--- src/rtl/selftest_pkg.sv ---
package selftest_pkg;
  localparam int SYM_W = 10;
  localparam int PRBS_ORD = 7;
  localparam logic [SYM_W-1:0] PAIR_LO = 10'b0011111010;

  typedef enum logic [1:0] {PAT_OFF, PAT_FIXED, PAT_PAIR, PAT_PRBS} patKind_e;
  typedef enum logic [1:0] {FIX_ZERO, FIX_ONES, FIX_ALT} fixKind_e;

  typedef struct packed {
    patKind_e kind;
    fixKind_e fix;
    logic     flipLsb;
    logic     txTest;
    logic     txRestart;
    logic     chkClear;
  } ctrlStrb_t;
endpackage

--- src/rtl/selftest_ctrl.sv ---
module selftest_ctrl
  import selftest_pkg::*;
(
  input  logic      clk,
  input  logic      rstN,
  input  logic [2:0] modeSel,
  input  logic      txTestEn,
  output ctrlStrb_t strb
);
  logic [2:0] prevMode;
  logic       prevTxt;
  logic       modeChange;

  always_ff @(posedge clk or negedge rstN) begin
    if (!rstN) begin
      prevMode <= 3'b000;
      prevTxt  <= 1'b0;
    end else begin
      prevMode <= modeSel;
      prevTxt  <= txTestEn;
    end
  end

  assign modeChange = (modeSel != prevMode);

  always_comb begin
    strb = '0;
    strb.kind = PAT_OFF;
    strb.fix  = FIX_ZERO;
    unique case (modeSel)
      3'b100:  begin strb.kind = PAT_FIXED; strb.fix = FIX_ZERO; end
      3'b010:  begin strb.kind = PAT_FIXED; strb.fix = FIX_ONES; end
      3'b110:  begin strb.kind = PAT_FIXED; strb.fix = FIX_ALT;  end
      3'b101:  strb.kind = PAT_PAIR;
      3'b011:  begin strb.kind = PAT_PAIR; strb.flipLsb = 1'b1; end
      3'b111:  strb.kind = PAT_PRBS;
      default: strb.kind = PAT_OFF;
    endcase
    strb.txTest    = txTestEn;
    strb.txRestart = modeChange || (txTestEn != prevTxt);
    strb.chkClear  = modeChange;
  end
endmodule

--- src/rtl/selftest_datapath.sv ---
module selftest_datapath
  import selftest_pkg::*;
#(
  parameter int CNT_W = 16,
  parameter logic [2*SYM_W-1:0] PAT_RESET = 20'h003FF
) (
  input  logic             clk,
  input  logic             rstN,
  input  ctrlStrb_t        strb,
  input  logic             patWrEn,
  input  logic [2*SYM_W-1:0] patWrData,
  input  logic             errClr,
  input  logic [SYM_W-1:0] rxSym,
  input  logic             rxValid,
  output logic [SYM_W-1:0] txSym,
  output logic             txValid,
  output logic [CNT_W-1:0] errCount,
  output logic             errFlag
);
  localparam int PAT_W = 2 * SYM_W;
  localparam logic [SYM_W-1:0] PAIR_HI = ~PAIR_LO;
  localparam logic [PRBS_ORD-1:0] PRBS_SEED = '1;
  localparam logic [CNT_W-1:0] CNT_MAX = '1;
  localparam logic [SYM_W-1:0] LSB_MASK = SYM_W'(1);

  function automatic logic [SYM_W+PRBS_ORD-1:0] prbsStep(input logic [PRBS_ORD-1:0] stIn);
    logic [PRBS_ORD-1:0] st;
    logic [SYM_W-1:0]    outSym;
    logic                fb;
    st = stIn;
    outSym = '0;
    for (int i = 0; i < SYM_W; i++) begin
      fb = st[PRBS_ORD-1] ^ st[PRBS_ORD-2];
      st = {st[PRBS_ORD-2:0], fb};
      outSym[SYM_W-1-i] = fb;
    end
    return {outSym, st};
  endfunction

  function automatic logic [SYM_W-1:0] fixedSym(input fixKind_e f);
    logic [SYM_W-1:0] v;
    v = '0;
    case (f)
      FIX_ONES: v = '1;
      FIX_ALT:  for (int i = 0; i < SYM_W; i++) v[i] = (i % 2 == 0);
      default:  v = '0;
    endcase
    return v;
  endfunction

  // programmed word
  logic [PAT_W-1:0] patReg;
  always_ff @(posedge clk or negedge rstN) begin
    if (!rstN)        patReg <= PAT_RESET;
    else if (patWrEn) patReg <= patWrData;
  end

  // transmit side
  logic                txPhase, phaseNow;
  logic [PRBS_ORD-1:0] txPrbs, prbsBase, prbsTxState, txPrbsNext;
  logic [SYM_W-1:0]    prbsTxSym, txSymNext;
  logic                txValidNext;

  always_comb begin
    phaseNow = strb.txRestart ? 1'b0 : txPhase;
    prbsBase = strb.txRestart ? PRBS_SEED : txPrbs;
    {prbsTxSym, prbsTxState} = prbsStep(prbsBase);
    txSymNext   = '0;
    txValidNext = 1'b0;
    txPrbsNext  = PRBS_SEED;
    if (strb.txTest) begin
      txValidNext = 1'b1;
      txSymNext   = phaseNow ? patReg[SYM_W-1:0] : patReg[PAT_W-1:SYM_W];
    end else begin
      case (strb.kind)
        PAT_FIXED: begin
          txValidNext = 1'b1;
          txSymNext   = fixedSym(strb.fix);
        end
        PAT_PAIR: begin
          txValidNext = 1'b1;
          txSymNext   = (phaseNow ? PAIR_HI : PAIR_LO) ^ (strb.flipLsb ? LSB_MASK : '0);
        end
        PAT_PRBS: begin
          txValidNext = 1'b1;
          txSymNext   = prbsTxSym;
          txPrbsNext  = prbsTxState;
        end
        default: ;
      endcase
    end
  end

  always_ff @(posedge clk or negedge rstN) begin
    if (!rstN) begin
      txSym   <= '0;
      txValid <= 1'b0;
      txPhase <= 1'b0;
      txPrbs  <= PRBS_SEED;
    end else begin
      txSym   <= txSymNext;
      txValid <= txValidNext;
      txPhase <= ~phaseNow;
      txPrbs  <= txPrbsNext;
    end
  end

  // receive side
  logic                rxLocked, lockNext;
  logic                rxPhase, rxPhaseNext;
  logic [PRBS_ORD-1:0] chkState, chkStateNext, prbsExpState;
  logic [SYM_W-1:0]    prbsExpSym, expSym;
  logic                doCmp, mismatch, alignLo, alignHi;

  always_comb begin
    {prbsExpSym, prbsExpState} = prbsStep(chkState);
    alignLo      = (rxSym[SYM_W-1:1] == PAIR_LO[SYM_W-1:1]);
    alignHi      = (rxSym[SYM_W-1:1] == PAIR_HI[SYM_W-1:1]);
    expSym       = '0;
    doCmp        = 1'b0;
    lockNext     = rxLocked;
    rxPhaseNext  = rxPhase;
    chkStateNext = chkState;
    if (strb.chkClear) begin
      lockNext    = 1'b0;
      rxPhaseNext = 1'b0;
    end else if (rxValid) begin
      case (strb.kind)
        PAT_FIXED: begin
          doCmp  = 1'b1;
          expSym = fixedSym(strb.fix);
        end
        PAT_PAIR: begin
          if (rxLocked) begin
            doCmp       = 1'b1;
            expSym      = rxPhase ? PAIR_HI : PAIR_LO;
            rxPhaseNext = ~rxPhase;
          end else if (alignLo || alignHi) begin
            doCmp       = 1'b1;
            expSym      = alignLo ? PAIR_LO : PAIR_HI;
            lockNext    = 1'b1;
            rxPhaseNext = alignLo;
          end
        end
        PAT_PRBS: begin
          if (rxLocked) begin
            doCmp        = 1'b1;
            expSym       = prbsExpSym;
            chkStateNext = prbsExpState;
          end else begin
            chkStateNext = rxSym[PRBS_ORD-1:0];
            lockNext     = 1'b1;
          end
        end
        default: ;
      endcase
    end
    mismatch = doCmp && (rxSym != expSym);
  end

  always_ff @(posedge clk or negedge rstN) begin
    if (!rstN) begin
      rxLocked <= 1'b0;
      rxPhase  <= 1'b0;
      chkState <= PRBS_SEED;
      errCount <= '0;
      errFlag  <= 1'b0;
    end else begin
      rxLocked <= lockNext;
      rxPhase  <= rxPhaseNext;
      chkState <= chkStateNext;
      if (strb.chkClear)                       errCount <= '0;
      else if (mismatch && errCount != CNT_MAX) errCount <= errCount + 1'b1;
      if (mismatch)    errFlag <= 1'b1;
      else if (errClr) errFlag <= 1'b0;
    end
  end
endmodule

--- src/rtl/selftest_symbol_engine.sv ---
module selftest_symbol_engine
  import selftest_pkg::*;
#(
  parameter int CNT_W = 16,
  parameter logic [19:0] PAT_RESET = 20'h003FF
) (
  input  logic        clk,
  input  logic        rstN,
  input  logic [2:0]  modeSel,
  input  logic        txTestEn,
  input  logic        patWrEn,
  input  logic [19:0] patWrData,
  input  logic        errClr,
  input  logic [9:0]  rxSym,
  input  logic        rxValid,
  output logic [9:0]  txSym,
  output logic        txValid,
  output logic [CNT_W-1:0] errCount,
  output logic        errFlag
);
  ctrlStrb_t strb;

  selftest_ctrl ctrlInst (
    .clk(clk), .rstN(rstN), .modeSel(modeSel), .txTestEn(txTestEn), .strb(strb)
  );

  selftest_datapath #(.CNT_W(CNT_W), .PAT_RESET(PAT_RESET)) dpInst (
    .clk(clk), .rstN(rstN), .strb(strb), .patWrEn(patWrEn), .patWrData(patWrData),
    .errClr(errClr), .rxSym(rxSym), .rxValid(rxValid), .txSym(txSym),
    .txValid(txValid), .errCount(errCount), .errFlag(errFlag)
  );
endmodule

--- config.mk ---
export PLATFORM = sky130hd
export DESIGN_NAME = selftest_symbol_engine
export DESIGN_NICKNAME = d
export VERILOG_FILES = /design/src/rtl/selftest_pkg.sv /design/src/rtl/selftest_ctrl.sv /design/src/rtl/selftest_datapath.sv /design/src/rtl/selftest_symbol_engine.sv
export SDC_FILE = /design/constraint.sdc
export NUM_CORES = 1
export LEC_CHECK = 0
export ABC_CLOCK_PERIOD_IN_PS = 6500
export BUFFER_PORTS_ARGS = -buffer_cell sky130_fd_sc_hd__buf_2
export CAP_MARGIN = 30
export CORE_MARGIN = 2
export CORE_UTILIZATION = 54
export DETAILED_ROUTE_END_ITERATION = 16
export PLACE_DENSITY_LB_ADDON = 0.15
export SYNTH_ARGS = -nofsm -noshare
export SYNTH_HDL_FRONTEND = slang
export SYNTH_SLANG_ARGS = --single-unit
--- constraint.sdc ---
create_clock -name clk -period 6.5 [get_ports clk]
set_clock_uncertainty 0.15 [all_clocks]
set_input_delay 0.325 -clock clk [delete_from_list [all_inputs] [get_ports clk]]
set_output_delay 0.325 -clock clk [all_outputs]
set_load 0.02 [all_outputs]
Word-level counts from Yosys, hierarchy flattened

Index checks and enable logic that the tools add are counted.

Word-level logic and storage cells: 112
Register bits: 69
Input bits: 39
Output and inout bits: 28

Reduce and logical (&&, ||, !) cells: 16
Add/subtract/negate cells: 1
Multiplexer cells: 42
Bitwise operators: 24
Eq/ne operators: 17

Operators with widths:

| kind                                                             | count |
|---|---|
| 10-bit 2-to-1 mux                                                | 10 |
| 10-bit case mux with 3 select lines                              | 2 |
| 16-bit 2-to-1 mux                                                | 2 |
| 7-bit 2-to-1 mux                                                 | 4 |
| 10-bit case mux with 2 select lines                              | 1 |
| 1-bit XOR                                                        | 20 |
| 1-bit 2-to-1 mux                                                 | 19 |
| 16-bit by 1-bit adder with 16-bit output (second input constant) | 1 |
| 16-bit inequality test (second input constant)                   | 1 |
| 3-bit == test (second input constant)                            | 4 |
| 10-bit inequality test                                           | 1 |
| 10-bit XOR                                                       | 1 |
| 9-bit by 7-bit == test with 1-bit output (second input constant) | 1 |
| 9-bit == test (second input constant)                            | 1 |
| 2-bit nonzero test                                               | 4 |
| 2-bit == test (second input constant)                            | 3 |
| 3-bit by 2-bit == test with 1-bit output (second input constant) | 2 |
| 2-bit case mux with 3 select lines                               | 1 |
| 3-bit AND reduction                                              | 2 |
| 3-bit nonzero test                                               | 2 |
| 3-bit OR reduction                                               | 2 |
| 2-bit by 1-bit == test with 1-bit output (second input constant) | 2 |
| 2-bit case mux with 2 select lines                               | 1 |
| 3-bit inequality test                                            | 1 |
| 8 further kinds                                                  | 12 |

Longest topological paths before layout

Word-level depth: 12
Mapped depth: 13
Gate-level depth less buffers: 9

By module

A second synthesis with hierarchy kept.

Cells, all modules: 419
Area, all modules: 4052.6 µm²

By module, submodules not included:

| module            | area an instance (µm²) | seq. area each (µm²) | cells each | instances |
|---|---|---|---|---|
| selftest_datapath | 3847.4                 | 1656.6               | 399        | 1 |
| selftest_ctrl     | 205.2                  | 100.1                | 20         | 1 |

Worst setup path before layout

No wires, ideal clock.

Kind: reg2reg
Start point: register dpInst.chkState[5]
End point: register dpInst.errCount[11]
Data arrival time: 2639 ps
Required time: 6272 ps
Buffers on the path: 2
Stages on the path, launching flop included: 12
Setup time: 78 ps
Setup slack: 3633 ps
Clock period less this slack: 2867 ps
Cell sequence: dfstp_2 -> clkbuf_1 -> xor3_1 -> a21oi_1 -> a21bo_2 -> nand2_1 -> o22ai_1 -> a22o_2 -> and4_4 -> buf_6 -> or4_1 -> a21oi_1

Longest elaborated chain between the ends: 10
Elaborated cells between the ends (all ways): 13
Those cells by class: 1 x eq/ne; 4 x mux; 5 x bitwise; 3 x reduce/logical

RTL lines:

| item                                    | line                     | source |
|---|---|---|
| start, declared                         | selftest_datapath.sv:111 | `logic [PRBS_ORD-1:0] chkState, chkStateNext, prbsExpState;` |
| start signal, assigned                  | selftest_datapath.sv:171 | `chkState <= chkStateNext;` |
| 1-bit XOR (2 in a row)                  | selftest_datapath.sv:33  | `fb = st[PRBS_ORD-1] ^ st[PRBS_ORD-2];` |
| 10-bit 2-to-1 mux (*)                   | selftest_datapath.sv:146 | `if (rxLocked) begin` |
| 10-bit case mux with 3 select lines (*) | selftest_datapath.sv:128 | `case (strb.kind)` |
| 10-bit 2-to-1 mux (*)                   | selftest_datapath.sv:127 | `end else if (rxValid) begin` |
| 10-bit 2-to-1 mux (*)                   | selftest_datapath.sv:124 | `if (strb.chkClear) begin` |
| 10-bit inequality test (*)              | selftest_datapath.sv:158 | `mismatch = doCmp && (rxSym != expSym);` |
| 1-bit logical AND (*)                   | selftest_datapath.sv:158 |  |
| 1-bit logical AND (*)                   | selftest_datapath.sv:173 | `else if (mismatch && errCount != CNT_MAX) errCount <= errCount + 1'b1;` |
| 2-bit nonzero test (no line) (*)        | n/a                      |  |
| end signal, assigned                    | selftest_datapath.sv:173 |  |
| end, declared                           | selftest_datapath.sv:17  | `output logic [CNT_W-1:0] errCount,` |

Every way passes the cells marked *; elsewhere a longest branch is shown, timed or not.
A chain may end at the register's enable or synchronous reset.

Final worst setup path

Start point: register dpInst.rxLocked
End point: register dpInst.errCount[1]

Longest elaborated chain between the ends: 8
Elaborated cells between the ends (all ways): 14
Those cells by class: 1 x eq/ne; 10 x mux; 3 x reduce/logical

RTL lines:

| item                                 | line                                               | source |
|---|---|---|
| start, declared                      | selftest_datapath.sv:109                           | `logic rxLocked, lockNext;` |
| start signal, assigned               | selftest_datapath.sv:169                           | `rxLocked <= lockNext;` |
| 10-bit 2-to-1 mux (on tied branches) | selftest_datapath.sv:146, selftest_datapath.sv:134 |  |
| 10-bit case mux with 3 select lines  | selftest_datapath.sv:128                           |  |
| 10-bit 2-to-1 mux                    | selftest_datapath.sv:127                           |  |
| 10-bit 2-to-1 mux                    | selftest_datapath.sv:124                           |  |
| 10-bit inequality test               | selftest_datapath.sv:158                           |  |
| 1-bit logical AND (*)                | selftest_datapath.sv:158                           |  |
| 1-bit logical AND (*)                | selftest_datapath.sv:173                           |  |
| 2-bit nonzero test (no line) (*)     | n/a                                                |  |

Marked as above.

==> flow_summary.ini <==
[power]
ir_drop_uv = 225
cellLeakagePower_nw = 1.92
p_int_w = 0.000770
powerDensity_nw_per_um2 = 228
power_frac_comb_pct = 16.3
switchingPower_w = 0.000304
switching_share_pct = 28.3
seq_power_share_pct = 46.4
p_clk_share_pct = 37.3

[floorplanning]
io_pins = 67
die_area_sq_um = 8480
initial_core_util_pct = 55.1
die_w_microns = 92.1
rows = 32
die_y_microns = 92.1
core-area_sq_um = 7610

[timing]
rsz0062_at_grt = false
hold_viol = 6
max_clock_freq_mhz = 299
layout_min_cycle_time_ns = 3.35
hold_slack_ns = -0.0137
maxSlewViolCount = 0
tightest_slew_ns = 0.837
setup_violations = 0
slew_headroom_pct = 44.2
timing.setup.tns_ns = 0
fin_crit_sh_pct = 51.5
setup_slack_ns = 3.15

[global_routing]
grt_max_degree = 70
gr-usage-all-layers_pct = 23.7
grt_antenna_before_repair = 0
grt_pass1_vias = 3386
grt.overflow.total = 0
grt_pass1_wl_microns = 16000

[synth]
syn_inst = 452
synth_edf_count = 0
synth_seq_cells = 69
postSynthAreaPerCell_sq_um = 9.27
netlist_top_cells_area = dfrtp_1 27%, dfstp_2 15%, mux2_2 5.4%
netlist_area_sq_um = 4190
ys_types = 75
netlist.area_leader.share_pct = 26.9
synth_ff_type = dfrtp_1
syn_nets = 492
synth-seq-area-share_pct = 41.9
synth_common_cells = 48 x nand2_1, 45 x dfrtp_1, 42 x o21ai_0
synth_top_cell_by_area = dfrtp_1
yosys_warnings = 0
async_reset_ff_share_pct = 100
yosysMostFrequentCell = nand2_1

[cts]
cts_sinks = 69
ctsResizeCount = 0
holdBufCountCts = 0
clk_pin_slew_ns = 0.08
clock_path_buffers = 2
cts-buffers-inserted = 9
h-tree-depth = 3
worstSkewPairLatency_ns = 0.35
cts-root-buf = clkbuf_8
post-cts-setup-buffers = 0
cts_tree = yes

[setup_path]
critPathTopFamily = simple AND/OR/NAND/NOR gates
path_max_fanout = 29
cp-end-kind = flip-flop
cpPeakStageDelay_ns = 0.62
cp-start-kind = flip-flop
path_buf_inv = 0
critPathRequiredTime_ns = 6.63
crit_chain = nor4b_1, a41oi_1, a21oi_1, o32ai_1, a2111oi_0, and3_1, and4_4, nand3b_1, mux2i_1
crit_path_top_delay_cell = dfrtp_1
setup.worst_path.class = reg -> reg
crit_arrival_ns = 3.48

[route]
via_per_inst = 5.92
totalWireLength_microns = 9560
drtAntennaViolNets = 0
wire_per_inst_microns = 15.7
num_vias = 3597
first_pass_iters = 5
detail_route.iter0.violations = 275
drc = 0

[placement]
dp_hpwl_microns = 6980
pre_cts_ws_ns = 3.10
gp_congestion = 0.917
portBuffers = 66

[status]
violations = negative hold slack
status = finished with violations

[cells_and_area]
area_growth_pct = 12.7
antenna_cells = 0
nNetsFinal = 541
drive_gt1_share_pct = 29.1
utilization_pct = 62.1

[job]
cap_violations = 0

[worst_hold_path]
hold_class = in -> async
==> power groups by stage <==
stage | clock network [W] | logic (W) | registers [W]
global route | 0.000430 | 0.000194 | 0.000503
CTS | 0.000412 | 0.000176 | 0.000499
finish | 0.000400 | 0.000175 | 0.000499
global placement | 0 | 0.000172 | 0.000506
detailed placement | 0 | 0.000175 | 0.000507
floorplan | 0 | 0.000122 | 0.000501
==> state kept, by name, indices dropped and copies added (netlist names), 3 cells and up <==
name               count
dpInst.txSym          10
dpInst.errCount       16
dpInst.chkState        7
dpInst.txPrbs          7
dpInst.patReg         20
ctrlInst.prevMode      3
==> metrics by stage <==
step	total power (W)	cell area, sq um	hold WS [ns]	cells
floorplan	0.000623	4190	-0.121	452
global placement	0.000678	4490	0.340	592
detailed placement	0.000682	4490	0.342	592
CTS	0.00109	4720	0.00538	608
global route	0.00113	4720	0.0174	608
finish	0.00107	4720	-0.0137	608
==> logic make-up (layout without fill, tap and decap cells) <==
logic type,after synthesis,in the layout,synth area share (%)
AOI/OAI and AO/OA,122,122,18.1
xor gates and xnor gates,27,27,6.00
muxes,32,32,8.24
buffers and inverters,40,94,4.93
DFF,69,69,41.9
and+or+nand+nor,161,161,20.5
adders and majority gates,1,1,0.298
==> placed cells by master (no fill, tap or decap), types with 9 or more instances in the layout <==
cell type,instances
buf_2,66
mux2i_1,12
dfstp_2,24
nand3_1,18
xnor2_1,18
clkbuf_8,9
mux2_2,20
and3_1,10
nand2_1,48
inv_1,10
dfrtp_1,45
nor2_1,27
o21ai_0,42
a21oi_1,30
==> layout make-up <==
| class | count | area [sq um] |
|---|---|---|
| clock buffers | 9 | 124 |
| clock inverters | 7 | 106 |
| fillers | 678 | 2890 |
| inverters | 11 | 41.3 |
| multi-input cells | 343 | 2230 |
| flip-flops and latches | 69 | 1760 |
| well taps | 102 | 128 |
| repair buffers | 67 | 338 |
==> final timing paths <==
path                       slack, ns  depth (start not counted)                           start                              end
max                             3.15                          9     dpInst.rxLocked$_DFFE_PN0P_   dpInst.errCount[1]$_DFFE_PN0P_
min                            -0.01                          2                            rstN  dpInst.errCount[13]$_DFFE_PN0P_
max reg2reg                     3.15                          9     dpInst.rxLocked$_DFFE_PN0P_   dpInst.errCount[1]$_DFFE_PN0P_
min reg2reg                     0.35                          2  dpInst.chkState[0]$_DFFE_PN1P_   dpInst.chkState[0]$_DFFE_PN1P_
max in group asynchronous       5.65                          2                            rstN    dpInst.patReg[10]$_DFFE_PN0P_
min in group clk                0.02                          2                          errClr       dpInst.errFlag$_DFFE_PN0P_
==> per-layer routing <==
metal,vias up,GRT usage (%),part of all wire [%]
met5,-,0,0
met4,0,9.70,2.0
met3,21,4.85,6.9
met2,140,37.3,47
met1,1687,32.1,44
li1,1749,-,-
Power figures use the tool's default switching activity.
